File: src/rtl/nand_seq_pkg.sv
package nand_seq_pkg;

  localparam logic [7:0] CMD_RESET    = 8'hFF;
  localparam logic [7:0] CMD_ID       = 8'h90;
  localparam logic [7:0] CMD_PARAM    = 8'hEC;
  localparam logic [7:0] CMD_READ     = 8'h00;
  localparam logic [7:0] CMD_READ_GO  = 8'h30;
  localparam logic [7:0] CMD_PROG     = 8'h80;
  localparam logic [7:0] CMD_PROG_GO  = 8'h10;
  localparam logic [7:0] CMD_ERASE    = 8'h60;
  localparam logic [7:0] CMD_ERASE_GO = 8'hD0;
  localparam logic [7:0] SIG_ADDR     = 8'h20;

  typedef enum logic [2:0] {
    WIN_NONE  = 3'd0,
    WIN_ID    = 3'd1,
    WIN_SIG   = 3'd2,
    WIN_PARAM = 3'd3,
    WIN_PAGE  = 3'd4,
    WIN_BLOCK = 3'd5
  } winKind_t;

  typedef enum logic [1:0] {
    DLY_RST, DLY_READ, DLY_PROG, DLY_ERASE
  } dlySel_t;

  typedef enum logic [3:0] {
    S_POWERON, S_RSTBUSY, S_IDLE, S_ID, S_PARAM,
    S_RD_COL, S_RD_ROW, S_RD_CONF,
    S_PG_COL, S_PG_ROW, S_PG_CHK, S_PG_CONF,
    S_ER_ROW, S_ER_CHK, S_ER_CONF, S_BUSY
  } seqState_t;

  typedef struct packed {
    logic     addrClr;
    logic     colTake;
    logic     rowTake;
    logic     failClr;
    logic     failSet;
    logic     rdyClr;
    logic     rdySet;
    logic     timerLoad;
    dlySel_t  timerSel;
    logic     winClr;
    logic     winLoad;
    winKind_t winKind;
  } seqStb_t;

endpackage

File: src/rtl/nand_seq_dp.sv
module nand_seq_dp
  import nand_seq_pkg::*;
#(
  parameter int PAGE_BYTES    = 512,
  parameter int SPARE_BYTES   = 16,
  parameter int PAGES_PER_BLK = 64,
  parameter int NUM_BLOCKS    = 16,
  parameter int COL_BYTES     = 2,
  parameter int ROW_BYTES     = 3,
  parameter int PARAM_BYTES   = 256,
  parameter int DLY_W         = 12,
  parameter int RST_CYCLES    = 8,
  parameter int LEN_W         = 20
) (
  input  logic                  clk,
  input  logic                  rstN,
  input  seqStb_t               stb,
  input  logic [7:0]            addrByte,
  input  logic [7:0]            cycleCfg,
  input  logic [DLY_W-1:0]      readDelay,
  input  logic [DLY_W-1:0]      progDelay,
  input  logic [DLY_W-1:0]      eraseDelay,
  input  logic [NUM_BLOCKS-1:0] badBlkMap,
  input  logic                  wpN,
  output logic                  colLast,
  output logic                  rowLast,
  output logic                  timerLast,
  output logic                  blkOk,
  output logic [2:0]            zeroDly,
  output logic                  rdy,
  output logic [7:0]            status,
  output winKind_t              winKind,
  output logic [LEN_W-1:0]      winLen,
  output logic [8*COL_BYTES-1:0] winCol,
  output logic [8*ROW_BYTES-1:0] winRow
);

  localparam int COL_W      = 8 * COL_BYTES;
  localparam int ROW_W      = 8 * ROW_BYTES;
  localparam int PAGE_BITS  = $clog2(PAGES_PER_BLK);
  localparam int BLK_BITS   = $clog2(NUM_BLOCKS);
  localparam int PAGE_TOTAL = PAGE_BYTES + SPARE_BYTES;
  localparam int BLK_TOTAL  = PAGE_TOTAL * PAGES_PER_BLK;

  logic [3:0]       addrCnt;
  logic [COL_W-1:0] colAcc;
  logic [ROW_W-1:0] rowAcc;
  logic [DLY_W-1:0] timer;
  logic [DLY_W-1:0] dlyVal;
  logic             failBit;
  logic [LEN_W-1:0] lenOf;

  assign colLast = (addrCnt + 4'd1) == cycleCfg[7:4];
  assign rowLast = (addrCnt + 4'd1) == cycleCfg[3:0];

  always_ff @(posedge clk) begin
    if (!rstN) begin
      addrCnt <= '0;
      colAcc  <= '0;
      rowAcc  <= '0;
    end else if (stb.addrClr) begin
      addrCnt <= '0;
      colAcc  <= '0;
      rowAcc  <= '0;
    end else if (stb.colTake) begin
      for (int k = 0; k < COL_BYTES; k++)
        if (addrCnt == 4'(k)) colAcc[8*k +: 8] <= addrByte;
      addrCnt <= colLast ? 4'd0 : addrCnt + 4'd1;
    end else if (stb.rowTake) begin
      for (int k = 0; k < ROW_BYTES; k++)
        if (addrCnt == 4'(k)) rowAcc[8*k +: 8] <= addrByte;
      addrCnt <= rowLast ? 4'd0 : addrCnt + 4'd1;
    end
  end

  assign blkOk = ((rowAcc >> (PAGE_BITS + BLK_BITS)) == '0) &&
                 !badBlkMap[rowAcc[PAGE_BITS +: BLK_BITS]];

  assign zeroDly = {eraseDelay == '0, progDelay == '0, readDelay == '0};

  always_comb begin
    unique case (stb.timerSel)
      DLY_READ:  dlyVal = readDelay;
      DLY_PROG:  dlyVal = progDelay;
      DLY_ERASE: dlyVal = eraseDelay;
      default:   dlyVal = DLY_W'(RST_CYCLES);
    endcase
  end

  always_ff @(posedge clk) begin
    if (!rstN)               timer <= '0;
    else if (stb.timerLoad)  timer <= dlyVal;
    else if (timer != '0)    timer <= timer - 1'b1;
  end

  assign timerLast = (timer == DLY_W'(1));

  always_ff @(posedge clk) begin
    if (!rstN) begin
      rdy     <= 1'b1;
      failBit <= 1'b0;
    end else begin
      if (stb.rdyClr)      rdy <= 1'b0;
      else if (stb.rdySet) rdy <= 1'b1;
      if (stb.failSet)      failBit <= 1'b1;
      else if (stb.failClr) failBit <= 1'b0;
    end
  end

  assign status = {wpN, rdy, 5'b0, failBit};

  always_comb begin
    unique case (stb.winKind)
      WIN_ID:    lenOf = LEN_W'(2);
      WIN_SIG:   lenOf = LEN_W'(4);
      WIN_PARAM: lenOf = LEN_W'(PARAM_BYTES);
      WIN_PAGE:  lenOf = LEN_W'(PAGE_TOTAL);
      WIN_BLOCK: lenOf = LEN_W'(BLK_TOTAL);
      default:   lenOf = '0;
    endcase
  end

  always_ff @(posedge clk) begin
    if (!rstN) begin
      winKind <= WIN_NONE;
      winLen  <= '0;
      winCol  <= '0;
      winRow  <= '0;
    end else if (stb.winClr) begin
      winKind <= WIN_NONE;
    end else if (stb.winLoad) begin
      winKind <= stb.winKind;
      winLen  <= lenOf;
      winCol  <= (stb.winKind == WIN_PAGE) ? colAcc : '0;
      winRow  <= (stb.winKind == WIN_PAGE || stb.winKind == WIN_BLOCK) ? rowAcc : '0;
    end
  end


  fail_rise_chk: assert property (@(posedge clk) disable iff (!rstN)
    $rose(failBit) |-> !blkOk);


  take_excl_chk: assert property (@(posedge clk) disable iff (!rstN)
    $onehot0({stb.colTake, stb.rowTake, stb.addrClr}));


  win_excl_chk: assert property (@(posedge clk) disable iff (!rstN)
    $onehot0({stb.winLoad, stb.winClr}));

endmodule

File: src/rtl/nand_seq_ctl.sv
module nand_seq_ctl
  import nand_seq_pkg::*;
(
  input  logic       clk,
  input  logic       rstN,
  input  logic       cmdValid,
  input  logic [7:0] cmdByte,
  input  logic       addrValid,
  input  logic [7:0] addrByte,
  input  logic       colLast,
  input  logic       rowLast,
  input  logic       timerLast,
  input  logic       blkOk,
  input  logic [2:0] zeroDly,
  input  logic       rdy,
  output seqStb_t    stb,
  output logic       undefErr,
  output logic       addrErr
);

  seqState_t state, nxt;
  logic opRead;
  logic undefN, addrErrN;
  logic anyEv;

  assign anyEv = cmdValid | addrValid;

  always_comb begin
    stb      = '0;
    nxt      = state;
    undefN   = 1'b0;
    addrErrN = 1'b0;
    unique case (state)
      S_POWERON: begin
        if (cmdValid && cmdByte == CMD_RESET) begin
          stb.winClr    = 1'b1;
          stb.rdyClr    = 1'b1;
          stb.timerLoad = 1'b1;
          stb.timerSel  = DLY_RST;
          nxt           = S_RSTBUSY;
        end else if (anyEv) begin
          undefN = 1'b1;
          nxt    = S_IDLE;
        end
      end
      S_RSTBUSY, S_BUSY: begin
        if (anyEv) begin
          undefN     = 1'b1;
          stb.rdySet = 1'b1;
          nxt        = S_IDLE;
        end else if (timerLast) begin
          stb.rdySet = 1'b1;
          nxt        = S_IDLE;
          if (state == S_BUSY && opRead) begin
            if (blkOk) begin
              stb.winLoad = 1'b1;
              stb.winKind = WIN_PAGE;
            end else begin
              stb.winClr = 1'b1;
            end
          end
        end
      end
      S_IDLE: begin
        if (cmdValid) begin
          stb.failClr = 1'b1;
          unique case (cmdByte)
            CMD_ID:    nxt = S_ID;
            CMD_PARAM: nxt = S_PARAM;
            CMD_READ:  begin stb.addrClr = 1'b1; nxt = S_RD_COL; end
            CMD_PROG:  begin stb.addrClr = 1'b1; nxt = S_PG_COL; end
            CMD_ERASE: begin stb.addrClr = 1'b1; nxt = S_ER_ROW; end
            default:   undefN = 1'b1;
          endcase
        end else if (addrValid) begin
          undefN = 1'b1;
        end
      end
      S_ID, S_PARAM: begin
        if (addrValid) begin
          nxt = S_IDLE;
          if (addrByte == 8'h00) begin
            stb.winLoad = 1'b1;
            stb.winKind = (state == S_ID) ? WIN_ID : WIN_PARAM;
          end else if (state == S_ID && addrByte == SIG_ADDR) begin
            stb.winLoad = 1'b1;
            stb.winKind = WIN_SIG;
          end else begin
            addrErrN = 1'b1;
          end
        end else if (cmdValid) begin
          undefN = 1'b1;
          nxt    = S_IDLE;
        end
      end
      S_RD_COL, S_PG_COL: begin
        if (addrValid) begin
          stb.colTake = 1'b1;
          if (colLast) nxt = (state == S_RD_COL) ? S_RD_ROW : S_PG_ROW;
        end else if (cmdValid) begin
          undefN = 1'b1;
          nxt    = S_IDLE;
        end
      end
      S_RD_ROW, S_PG_ROW, S_ER_ROW: begin
        if (addrValid) begin
          stb.rowTake = 1'b1;
          if (rowLast) begin
            if (state == S_RD_ROW)      nxt = S_RD_CONF;
            else if (state == S_PG_ROW) nxt = S_PG_CHK;
            else                        nxt = S_ER_CHK;
          end
        end else if (cmdValid) begin
          undefN = 1'b1;
          nxt    = S_IDLE;
        end
      end
      S_PG_CHK, S_ER_CHK: begin
        if (blkOk) begin
          stb.winLoad = 1'b1;
          stb.winKind = (state == S_PG_CHK) ? WIN_PAGE : WIN_BLOCK;
        end else begin
          stb.winClr  = 1'b1;
          stb.failSet = 1'b1;
        end
        nxt = (state == S_PG_CHK) ? S_PG_CONF : S_ER_CONF;
      end
      S_RD_CONF, S_PG_CONF, S_ER_CONF: begin
        if (cmdValid) begin
          if ((state == S_RD_CONF && cmdByte == CMD_READ_GO) ||
              (state == S_PG_CONF && cmdByte == CMD_PROG_GO) ||
              (state == S_ER_CONF && cmdByte == CMD_ERASE_GO)) begin
            if ((state == S_RD_CONF && zeroDly[0]) ||
                (state == S_PG_CONF && zeroDly[1]) ||
                (state == S_ER_CONF && zeroDly[2])) begin
              stb.rdySet = 1'b1;
              nxt        = S_IDLE;
              if (state == S_RD_CONF) begin
                if (blkOk) begin
                  stb.winLoad = 1'b1;
                  stb.winKind = WIN_PAGE;
                end else begin
                  stb.winClr = 1'b1;
                end
              end
            end else begin
              stb.rdyClr    = 1'b1;
              stb.timerLoad = 1'b1;
              stb.timerSel  = (state == S_RD_CONF) ? DLY_READ :
                              (state == S_PG_CONF) ? DLY_PROG : DLY_ERASE;
              nxt           = S_BUSY;
            end
          end else begin
            undefN = 1'b1;
            nxt    = S_IDLE;
          end
        end
      end
      default: nxt = S_IDLE;
    endcase
  end

  always_ff @(posedge clk) begin
    if (!rstN) begin
      state    <= S_POWERON;
      opRead   <= 1'b0;
      undefErr <= 1'b0;
      addrErr  <= 1'b0;
    end else begin
      state    <= nxt;
      undefErr <= undefN;
      addrErr  <= addrErrN;
      if (stb.timerLoad) opRead <= (state == S_RD_CONF);
    end
  end


  ev_excl_chk: assert property (@(posedge clk) disable iff (!rstN)
    !(cmdValid && addrValid));


  ev_gap_chk: assert property (@(posedge clk) disable iff (!rstN)
    anyEv |=> !anyEv);


  busy_rdy_chk: assert property (@(posedge clk) disable iff (!rstN)
    (state == S_BUSY || state == S_RSTBUSY) |-> !rdy);


  rst_done_chk: assert property (@(posedge clk) disable iff (!rstN)
    (state == S_IDLE && $past(state) == S_RSTBUSY) |-> rdy);

endmodule

File: src/rtl/nand_cmd_seq.sv
module nand_cmd_seq
  import nand_seq_pkg::*;
#(
  parameter int PAGE_BYTES    = 512,
  parameter int SPARE_BYTES   = 16,
  parameter int PAGES_PER_BLK = 64,
  parameter int NUM_BLOCKS    = 16,
  parameter int COL_BYTES     = 2,
  parameter int ROW_BYTES     = 3,
  parameter int PARAM_BYTES   = 256,
  parameter int DLY_W         = 12,
  parameter int RST_CYCLES    = 8,
  parameter int LEN_W         = 20
) (
  input  logic                   clk,
  input  logic                   rstN,
  input  logic                   cmdValid,
  input  logic [7:0]             cmdByte,
  input  logic                   addrValid,
  input  logic [7:0]             addrByte,
  input  logic [7:0]             cycleCfg,
  input  logic [DLY_W-1:0]       readDelay,
  input  logic [DLY_W-1:0]       progDelay,
  input  logic [DLY_W-1:0]       eraseDelay,
  input  logic [NUM_BLOCKS-1:0]  badBlkMap,
  input  logic                   wpN,
  output logic [7:0]             status,
  output logic [2:0]             winKind,
  output logic [LEN_W-1:0]       winLen,
  output logic [8*COL_BYTES-1:0] winCol,
  output logic [8*ROW_BYTES-1:0] winRow,
  output logic                   undefErr,
  output logic                   addrErr
);

  seqStb_t  stb;
  logic     colLast, rowLast, timerLast, blkOk, rdy;
  logic [2:0] zeroDly;
  winKind_t kindQ;

  nand_seq_ctl u_ctl (
    .clk(clk), .rstN(rstN),
    .cmdValid(cmdValid), .cmdByte(cmdByte),
    .addrValid(addrValid), .addrByte(addrByte),
    .colLast(colLast), .rowLast(rowLast), .timerLast(timerLast),
    .blkOk(blkOk), .zeroDly(zeroDly), .rdy(rdy),
    .stb(stb), .undefErr(undefErr), .addrErr(addrErr)
  );

  nand_seq_dp #(
    .PAGE_BYTES(PAGE_BYTES), .SPARE_BYTES(SPARE_BYTES),
    .PAGES_PER_BLK(PAGES_PER_BLK), .NUM_BLOCKS(NUM_BLOCKS),
    .COL_BYTES(COL_BYTES), .ROW_BYTES(ROW_BYTES),
    .PARAM_BYTES(PARAM_BYTES), .DLY_W(DLY_W),
    .RST_CYCLES(RST_CYCLES), .LEN_W(LEN_W)
  ) u_dp (
    .clk(clk), .rstN(rstN), .stb(stb),
    .addrByte(addrByte), .cycleCfg(cycleCfg),
    .readDelay(readDelay), .progDelay(progDelay), .eraseDelay(eraseDelay),
    .badBlkMap(badBlkMap), .wpN(wpN),
    .colLast(colLast), .rowLast(rowLast), .timerLast(timerLast),
    .blkOk(blkOk), .zeroDly(zeroDly), .rdy(rdy), .status(status),
    .winKind(kindQ), .winLen(winLen), .winCol(winCol), .winRow(winRow)
  );

  assign winKind = kindQ;

endmodule

File: config.mk
export PLATFORM = sky130hd
export DESIGN_NAME = nand_cmd_seq
export DESIGN_NICKNAME = d
export VERILOG_FILES = /design/src/rtl/nand_seq_pkg.sv /design/src/rtl/nand_seq_dp.sv /design/src/rtl/nand_seq_ctl.sv /design/src/rtl/nand_cmd_seq.sv
export SDC_FILE = /design/constraint.sdc
export NUM_CORES = 1
export LEC_CHECK = 0
export CORE_MARGIN = 10
export CORE_UTILIZATION = 37
export CTS_CLUSTER_DIAMETER = 60
export DETAILED_ROUTE_END_ITERATION = 6
export SYNTH_ARGS = -nofsm -noshare
export SYNTH_HDL_FRONTEND = slang
export SYNTH_SLANG_ARGS = --single-unit
export TNS_END_PERCENT = 1
File: constraint.sdc
create_clock -name clk -period 7.7 [get_ports clk]
set_input_delay 1.54 -clock clk [delete_from_list [all_inputs] [get_ports clk]]
set_output_delay 1.54 -clock clk [all_outputs]
set_load 0.02 [all_outputs]
==> results.txt <==
The flow ran to the end, and the final reports show no timing, DRC or antenna violations. After filler insertion, the fill cell instance count of the layout stands at 1461. The adder and majority gate portion of the synthesized area came out at 0.01269. The via count of the routed design is 5425. The yosys synthesis warning count came out at 0. The share of total power dissipated in the clock network is 0.433.

The slowest stage of the critical path belongs to the cell nand3_1. The area growth from synthesis to layout is 32.52%. The worst voltage drop across the vdd grid came out at 182.2 uV. The count of hold buffers inserted by post-cts repair is 0. The post-DP HPWL is 13.37 mm.

The worst slew slack as a fraction of its limit is 0.1682. The width of the die came out at 146.4 microns. For the worst setup path, the data arrival time is 4970 ps. The detail route stage leaves a number of antenna-violating nets equal to 0. The total power per unit cell area came out at 231.2 nW/um^2. The share of flip-flops with an asynchronous set or reset after synthesis came out at 0. At the end of routability-driven placement, the weighted congestion stood at 0.9024.

After detailed routing, the average wire length per cell comes to 17.93 microns. The count of flip-flops with a built-in enable after synthesis came out at 0. The final number of setup-violating endpoints is 0. The number of global-route vias before repair is 5436. The mux cell area share after synthesis came out at 0.1106.

The region available for standard cell placement spans 15770 sq um. The fraction of synthesized cell area in xor and xnor cells came out at 0.03702. The number of antenna cells inserted is 0. Setup repair after global routing left no endpoint under its margin. The register clock-pin slew on the reported worst setup and hold paths came out at 50 ps. The first global-routing pass estimated 29.28 mm of wire.

The minimum clock period is 4655 ps. The kind of cell with the highest combined delay along the critical path is simple AND/OR/NAND/NOR gates. For this design the total switching power over the nets is 0.0005265 W. Leaving out fill and tap cells, the most frequent cell in the layout is clkdlybuf4s50_1. Dividing the final minimum period by the clock period gives 0.6045. The netlist area before placement came out at 5914 sq um. The count of buffers inserted at the top-level ports is 133.

The final layout contains 865 nets. The first detailed-routing pass ran for 5 iterations. The number of antenna violations at the first check in global routing was 0. After global routing the overflow that remains totals 0. The overall power consumption came out at 0.001812 W.

The H-tree was split into 4 levels. The DRC violation count after routing is 0. Among all flip-flop cells after synthesis, the most frequent one is dfxtp_1. The die span in y came out at 146.4 microns.

The pin slew with the least headroom to its limit is 1245 ps. Counting every sink on the clock net gives 113. The switching share of power is 0.2906.

The area share of and/or/nand/nor cells after synthesis is 0.2312. Counting along the longest clock path gives a buffer depth of 2. Entering global routing, the biggest net connects 54 pins. Row generation in the floorplan step produced 46 rows. The total of flip-flops plus latches after synthesis came out at 113. The worst setup path is launched from an input port.

The top cell type's share of synthesized area is 0.3825. After synthesis, the largest family of logic cells by area is simple AND/OR/NAND/NOR gates. The worst setup path is captured at a flip-flop. In the synthesized netlist, the number of instances is 677. For this design the static power due to leakage is 3.176 nW.

Counting both buffers and inverters, the worst setup path holds a total of 1. The share of power burned in combinational logic came out at 0.208. The library cells used most frequently in the layout, excluding fill and tap cells, are clkdlybuf4s50_1 (132), dfxtp_1 (113), nor2_1 (61). The total global routing track utilization came out at 0.1674. The share of total power dissipated in sequential elements is 0.359. The critical path in this run is classified as in2reg. The worst hold path belongs to the class reg2reg. The initial cell density of the core came out at 0.3750. At the later pin of the worst-skew pair, clock insertion delay measures 420 ps. The largest total area in the synthesized netlist belongs to dfxtp_1. The highest net fanout along the worst path is 23. The number of distinct standard cells referenced by the synthesized netlist came out at 66. The detailed-route vias per instance is 5.387.

The maximum clock rate came out at 214.8 MHz. The final-report max-slew violation count came out at 0. The number of maximum-capacitance violations came out at 0. Internal power comes to 0.001285 W. The signal on the critical path passes through clkdlybuf4s50_1, or4b_1, a211oi_1, o2111a_1, a21o_1, nand3_1, mux2_2. The die covers 21440 sq um. For the worst setup path, the data required time is 8010 ps.

The share of the yosys chip area belonging to registers came out at 0.3825. The post-cts sizing count is 0. The number of CTS-inserted buffers came out at 17. Of the cells placed in the final design, the portion with a size suffix greater than 1 is 0.07080.

For this block, the routed nets add up to 18.06 mm of wire. The number of DRC markers after the initial detailed-route iteration is 538. The total negative slack is 0 ps. Ranked by total cell area, the synthesized netlist is headed by dfxtp_1 (38%), mux2i_1 (9.0%), nor2_1 (3.9%).

The highest cell delay on the worst timing path came out at 710 ps. The complex-gate fraction of the synthesized area is 0.1561. During I/O placement, the number of pins put on the boundary was 154. The final setup skew is 21.16 ps.

The TritonCTS clock tree is yes. The hold violation count in the final report is 0. The number of setup buffers added after CTS came out at 0.

The cell sitting at the root of the clock tree is a clkbuf_16. After synthesis, the mean cell area works out to 8.736 sq um.
-- area by class of cell --
| cell class | count | area [sq um] | area share |
|---|---|---|---|
| Sequential cell | 113 | 2262 | 0.2886 |
| Timing Repair Buffer | 137 | 1356 | 0.1731 |
| Tap cell | 216 | 270.3 | 0.03448 |
| Clock inverter | 11 | 130.1 | 0.01660 |
| Multi-Input combinational cell | 499 | 3311 | 0.4224 |
| Clock buffer | 21 | 470.5 | 0.06003 |
| Inverter | 10 | 37.54 | 0.004789 |
-- per-stage QoR --
step	worst slack (ps)	std cells	util	cell area, sq um	hold slack [ps]
floorplan	4228	694	-	5978	434.4
global placement	2663	975	0.4589	7237	442.5
detailed placement	2585	975	0.4589	7237	444.6
CTS	3027	1007	0.4970	7838	459.8
global route	2800	1007	0.4970	7838	475.8
finish	3045	1007	0.4970	7838	454.9
-- layer usage --
| layer | GRT usage | vias to the layer above | part of all wire |
|---|---|---|---|
| met3 | 0.05841 | 24 | 0.078 |
| met1 | 0.1969 | 2582 | 0.43 |
| met5 | 0 | - | 0 |
| li1 | - | 2624 | - |
| met2 | 0.2762 | 195 | 0.48 |
| met4 | 0.06006 | 0 | 0.016 |
-- flip-flops by register name (all words and copies together) (netlist names) --
name            flops
u_dp.timer         12
u_dp.winLen         5
u_dp.addrCnt        4
u_dp.colAcc        16
u_dp.winCol        16
u_dp.failBit        1
u_dp.winKind        3
u_ctl.addrErr       1
u_dp.winRow        24
u_dp.rowAcc        24
u_ctl.opRead        1
u_ctl.state         4
u_ctl.undefErr      1
u_dp.rdy            1
-- worst register-to-register path, cell delays in order, from the launching register on --
cell and delay [ps]:
dfxtp_1 890, and4b_1 730, nand4_1 160, o211ai_1 280
a21o_1 710, nand3_1 710, mux2_2 480
-- final timing paths --
check	from	end	slack [ps]	cells after the start
max	cmdByte[7]	u_dp.winLen[9]	3050	7
max reg2reg	u_ctl.state[2]	u_dp.winLen[9]	3620	6
min	u_dp.winRow[17]	u_dp.winRow[17]	450	1
min reg2reg	u_dp.winRow[17]	u_dp.winRow[17]	450	1
-- cells in the mapped netlist, drive strengths merged, types with 3 or more instances --
library cell and count:
a211oi 4, a21o 6, a21oi 32, a222oi 11, a31o 16, a31oi 3
and2 22, and3 3, and3b 3, buf 36, clkbuf 36, dfxtp 113
ha 6, inv 10, mux2i 53, mux4 5, nand2 60, nand2b 6
nand3 22, nand3b 11, nand4 9, nor2 62, nor2b 6, nor3 10
nor3b 8, nor4 20, o211ai 3, o21ai 17, o22ai 5, o31ai 11
or2 3, or3 4, xnor2 17, xor2 8
-- power by group through the flow --
stage                     combinational [W]  clock, W  sequential [W]
after floorplan                    0.000287         0        0.000639
after global placement             0.000367         0        0.000660
after detailed placement           0.000375         0        0.000661
after CTS                          0.000377  0.000798        0.000649
after global routing               0.000419  0.000824        0.000654
final                              0.000377  0.000785        0.000650
-- kinds of logic after synthesis --
logic type	count (synthesis)
XOR/XNOR	25
other	1
flip-flops	113
AND/OR/NAND/NOR	261
multiplexers	59
buffers and inverters	82
AO/OA/AOI/OAI	130
adder cells (fa/ha/maj)	6
Power figures use the tool's default switching activity.
